### config.mk
export PLATFORM = sky130hd
export DESIGN_NAME = an_rx_status
export DESIGN_NICKNAME = d
export VERILOG_FILES = /design/src/rtl/an_rx_pkg.sv /design/src/rtl/an_cfg_capture.sv /design/src/rtl/an_flag_logic.sv /design/src/rtl/an_word_pack.sv /design/src/rtl/an_rx_status.sv
export SDC_FILE = /design/constraint.sdc
export NUM_CORES = 1
export LEC_CHECK = 0
export BUFFER_PORTS_ARGS = -buffer_cell sky130_fd_sc_hd__buf_2
export CORE_MARGIN = 3
export CORE_UTILIZATION = 35
export CTS_CLUSTER_SIZE = 30
export DETAILED_ROUTE_END_ITERATION = 8
export PLACE_DENSITY_LB_ADDON = 0.1
export SYNTH_ARGS = -nofsm -noshare
export SYNTH_HDL_FRONTEND = slang
export SYNTH_SLANG_ARGS = --single-unit
### constraint.sdc
create_clock -name clk -period 1.3 [get_ports clk]
set_clock_uncertainty 0.1 [all_clocks]
set_input_delay 0.065 -clock clk [delete_from_list [all_inputs] [get_ports clk]]
set_output_delay 0.065 -clock clk [all_outputs]
set_load 0.1 [all_outputs]
### src/rtl/an_rx_pkg.sv
package an_rx_pkg;
    localparam int unsigned AN_WORD_W   = 32;
    localparam int unsigned AN_CFG_W    = 16;
    localparam int unsigned AN_DONE_POS = 21;
    localparam int unsigned AN_SYNC_POS = 20;

    typedef struct packed {
        logic done;
        logic sync;
    } an_flags_t;
endpackage

### src/rtl/an_cfg_capture.sv
module an_cfg_capture #(
    parameter int unsigned W = 16
) (
    input  logic         clk,
    input  logic         rst_n,
    input  logic [W-1:0] word_i,
    output logic [W-1:0] word_o
);
    logic [W-1:0] word_d, word_q;

    always_comb begin
        word_d = word_i;
    end

    always_ff @(posedge clk or negedge rst_n) begin
        if (!rst_n) word_q <= '0;
        else        word_q <= word_d;
    end

    assign word_o = word_q;
endmodule

### src/rtl/an_flag_logic.sv
module an_flag_logic
    import an_rx_pkg::*;
(
    input  logic      clk,
    input  logic      rst_n,
    input  logic      link_ok_i,
    input  logic      an_enable_i,
    input  logic      an_restart_i,
    input  logic      sync_i,
    input  logic      rd_i,
    output an_flags_t flags_o
);
    an_flags_t flags_d, flags_q;

    always_comb begin
        flags_d = flags_q;
        // completion: clear dominates, then set, else hold
        if (!an_enable_i || an_restart_i) flags_d.done = 1'b0;
        else if (link_ok_i)               flags_d.done = 1'b1;
        // sync: a read re-arms from live input, otherwise latch low
        if (rd_i) flags_d.sync = sync_i;
        else      flags_d.sync = flags_q.sync & sync_i;
    end

    always_ff @(posedge clk or negedge rst_n) begin
        if (!rst_n) flags_q <= '0;
        else        flags_q <= flags_d;
    end

    assign flags_o = flags_q;
endmodule

### src/rtl/an_word_pack.sv
module an_word_pack
    import an_rx_pkg::*;
#(
    parameter int unsigned WORD_W   = 32,
    parameter int unsigned CFG_W    = 16,
    parameter int unsigned DONE_POS = 21,
    parameter int unsigned SYNC_POS = 20
) (
    input  logic [CFG_W-1:0]  cfg_i,
    input  an_flags_t         flags_i,
    output logic [WORD_W-1:0] word_o
);
    always_comb begin
        word_o                = '0;
        word_o[CFG_W-1:0]     = cfg_i;
        word_o[DONE_POS]      = flags_i.done;
        word_o[SYNC_POS]      = flags_i.sync;
    end
endmodule

### src/rtl/an_rx_status.sv
module an_rx_status
    import an_rx_pkg::*;
#(
    parameter int unsigned WORD_W   = AN_WORD_W,
    parameter int unsigned CFG_W    = AN_CFG_W,
    parameter int unsigned DONE_POS = AN_DONE_POS,
    parameter int unsigned SYNC_POS = AN_SYNC_POS
) (
    input  logic              clk,
    input  logic              rst_n,
    input  logic [CFG_W-1:0]  cfg_word_i,
    input  logic              link_ok_i,
    input  logic              an_enable_i,
    input  logic              an_restart_i,
    input  logic              sync_i,
    input  logic              rd_i,
    output logic [WORD_W-1:0] status_o
);
    logic [CFG_W-1:0] cfg_q;
    an_flags_t        flags_q;

    an_cfg_capture #(.W(CFG_W)) i_cfg (
        .clk(clk), .rst_n(rst_n), .word_i(cfg_word_i), .word_o(cfg_q)
    );

    an_flag_logic i_flags (
        .clk(clk), .rst_n(rst_n), .link_ok_i(link_ok_i),
        .an_enable_i(an_enable_i), .an_restart_i(an_restart_i),
        .sync_i(sync_i), .rd_i(rd_i), .flags_o(flags_q)
    );

    an_word_pack #(
        .WORD_W(WORD_W), .CFG_W(CFG_W), .DONE_POS(DONE_POS), .SYNC_POS(SYNC_POS)
    ) i_pack (
        .cfg_i(cfg_q), .flags_i(flags_q), .word_o(status_o)
    );
endmodule

After elaboration in Yosys (flattened, before gate mapping)
Cells that the tools add are included.
{"block": "totals", "in_bits": 23, "word_cells": 10, "output_inout_bits": 32, "register_bits": 18}
{"block": "classes", "n_reduce_logical": 3, "muxes": 3, "bitwise": 1}
{"op": "1-bit 2-to-1 mux", "n": 3}
{"op": "2-bit nonzero test", "n": 1}
{"op": "1-bit AND", "n": 1}
{"op": "1-bit zero test", "n": 1}
{"op": "1-bit logical OR", "n": 1}

Depth between registers and ports, before layout
{"block": "depth", "depth_word": 3, "mapped_depth": 2, "ltp_nobuf": 2}

By module
From an unflattened synthesis, not the netlist that was laid out.
{"block": "hier_totals", "hier_cells": 54, "area_unflattened_um2": 718.2}
{"module": "an_cfg_capture", "n_inst": 1, "cells_each": 16, "area_per_inst_um2": 400.4}
{"module": "an_word_pack", "n_inst": 1, "cells_each": 33, "area_per_inst_um2": 244.0}
{"module": "an_flag_logic", "n_inst": 1, "cells_each": 5, "area_per_inst_um2": 73.8}

Worst setup path after synthesis
Ideal clock, no wire load.
{"block": "synth_path", "path_type": "register -> register", "startpoint": "register i_flags.flags_o[1] (netlist name)", "endpoint": "register i_flags.flags_o[1] (netlist name)", "t_arrival_ps": 1196, "synth_period_minus_slack_ps": 1377, "required_ps": 1120, "n_path_buf": 0, "path_slack_ps": -77, "stages_incl_launch_ff": 3, "setup_ps": 80, "cell_sequence": "dfrtp_1 nor2_1 nor3b_2"}

Final worst setup path
{"block": "layout_path", "startpoint": "register i_flags.flags_o[0] (netlist name)", "endpoint": "output status_o[20]"}
{"element": "end: declaration", "line": "an_rx_status.sv:17", "text": "output logic [WORD_W-1:0] status_o"}
No word-level cell between the ends.

==> results by group <==
Clock network
  – Clock Latency Late Sink: 0.28 ns
  – H-tree depth: 1
  – CTS tree: built
  – Clk buf depth: 2
  – Post_cts resized: 0
  – Clk pin slew, worst setup/hold paths: about 0.1 ns
  – TritonCTS Buffers: 3
  – Sink Count: 18
  – Clock Tree Root: clkbuf_4

Floorplanning
  – Starting density of the core: 37.8%
  – Die Width: 46.8 um
  – IO Pins: 55
  – Die Area: 2190 um2
  – Core area: 1540 um2
  – Row cnt: 14
  – Chip height: 46.8 um

Layout
  – Layout cell share with drive strength beyond 1: 44.6%
  – Area grow syn2layout: 70.6%
  – Final Instance Area: 995 um2
  – Most frequent cells in the layout: 40 x buf_2, 22 x dlygate4sd3_1, 17 x dfrtp_1
  – FILL cells: around 130
  – Most common cell after layout, fill and taps aside: buf_2
  – Fin nets: 125
  – N_diodes: 0

Global routing
  – Grt total ovfl: 0
  – GRT Total Usage: 12.3%
  – Initial antenna violation count: 0
  – Number of global-route vias before repair: 435
  – Largest net degree at the start of global routing: 19
  – First-pass GRT wire length: 1850 um

Placement
  – IO buf count: 40
  – GP Congestion: around 0.56
  – DP Area: 748 um2
  – DPL Wire Length: 749 um

STA
  – Final period util: about 95%
  – Final setup fails: 0
  – RSZ-0062 raised after global routing: no
  – Fin. max-slew vios: 0
  – F_max: 811 MHz
  – Tmin final: 1.23 ns
  – Final number of hold-violating endpoints: 0
  – Final setup TNS: 0 ns

Setup path
  – Reg-to-reg setup timing slack: 0.51 ns
  – Endpoint arrival time on the critical path: between 1 and 1.5 ns
  – WP buf/inv: 1
  – Cell Chain, Critical Path: buf_2
  – Worst R2R Path Depth: 2
  – Setup Crit Path Kind: register to output pin
  – CP max stage cell: buf_2
  – Worst r2r dst: i_flags.flags_o[1]
  – CP Capture Type: output pin
  – Critical Path Fanout Max: 2
  – Setup crit start kind: register
  – CP max stage delay: 0.43 ns
  – Crit path to: status_o[20]
  – Reg2Reg Launch Point: i_flags.flags_o[1]
  – CP Depth: 1
  – WP data required: about 1.1 ns
  – Crit-path leading delay family: buffers and inverters
  – Critical path origin: i_flags.flags_o[0]

Yosys
  – Post-Syn Instances: 36
  – Post-synthesis cell area: 583 um2
  – Sequential-to-total area share from yosys stat: 77.3%
  – Synth Register Bits: 18
  – Syn avg cell area: 16.2 um2
  – Synthesis warning total: 0
  – Post-synth cell types: 6

Drt
  – Vias/cell: approximately 3.9
  – Wire per inst: 10.8 um
  – Post-route ant nets: 0
  – 1st-pass router iterations: 2
  – Routed vias: 453
  – Final wirelength: 1270 um
  – Drc violations: 0
  – Number of DRC markers in iteration 0: 2

Pwr
  – Pwr dens: 1400 nW/um2
  – Leakage power: 0.530 nW
  – Worst vdd ir: 0.860 mV

Outcome
  – Outcome: finished, final reports clean

Flow run
  – Max-cap violation count: 0

Worst hold path
  – Tightest Hold Check Type: input port to asynchronous set/reset pin
==> logic make-up (layout without fill, tap and decap cells) <==
family          Yosys count  count (layout)  share of synthesized area, %
other cells               1              14                         0.643
buf+inv                  14              66                          18.0
flops                    18              18                          77.3
compound gates            1               1                          1.29
simple gates              2               2                          2.79
==> layout make-up <==
type / instances / area, um2 / area share, %
Sequential cell: 18 / 452 / 45.4
Multi-Input combinational cell: 17 / 76.3 / 7.67
Timing Repair Buffer: 62 / 420 / 42.3
Clock buffer: 4 / 26.3 / 2.64
Tap cell: 16 / 20.0 / 2.01
==> how the worst min path moves through the flow <==
stage	slack, ns	from	endpoint
finish	0.13	rst_n	i_cfg.word_o[1]
global route	0.14	rst_n	i_cfg.word_o[13]
CTS	0.13	rst_n	i_cfg.word_o[1]
detailed placement	-0.09	rst_n	i_cfg.word_o[4]
global placement	-0.09	rst_n	i_cfg.word_o[4]
floorplan	-0.33	rst_n	i_cfg.word_o[0]
==> cells in the mapped netlist <==
| master | number | area (um2) |
|---|---|---|
| o21a_1 | 1 | 7.51 |
| buf_4 | 14 | 105 |
| nor3b_2 | 1 | 12.5 |
| dfrtp_1 | 18 | 450 |
| conb_1 | 1 | 3.75 |
| nor2_1 | 1 | 3.75 |
==> state kept, by name (all words and copies together), names as in the netlist <==
register         cells
i_cfg.word_o        16
i_flags.flags_o      2
==> metal layers <==
metal  vias to the layer above  GRT usage (%)  share of wire, %
met4                         0           3.31                 0
met3                         0           3.83                11
met5                         -              0                 0
li1                        212              -                 -
met1                       211           14.9                34
met2                        30           21.1                55
==> where the power goes <==
| group | total, W | internal (W) | switching, W |
|---|---|---|---|
| Clock | 0.000271 | 0.000119 | 0.000152 |
| Combinational | 0.000523 | 0.0000882 | 0.000435 |
| Sequential | 0.000595 | 0.000588 | 0.00000707 |
| Total | 0.00139 | 0.000795 | 0.000594 |
==> metrics by stage <==
stage               utilization [%]  cells  power, W  setup WS, ns  hold slack (ns)
finish                         64.5    117   0.00139        0.0667            0.125
global route                   64.5    117   0.00145       0.00148            0.137
CTS                            64.5    117   0.00140        0.0567            0.132
detailed placement             48.5     91   0.00108         0.381          -0.0909
global placement               48.5     91   0.00108         0.391          -0.0879
floorplan                         -     49   0.00104        0.0158           -0.331
==> what timing repair did <==
| action | in CTS | in global routing |
|---|---|---|
| hold buffers | 22 | 0 |
| endpoints found under the hold margin | 36 | 0 |
| setup buffers | 0 | 0 |
Note: power is estimated with default switching activity, not from simulation.
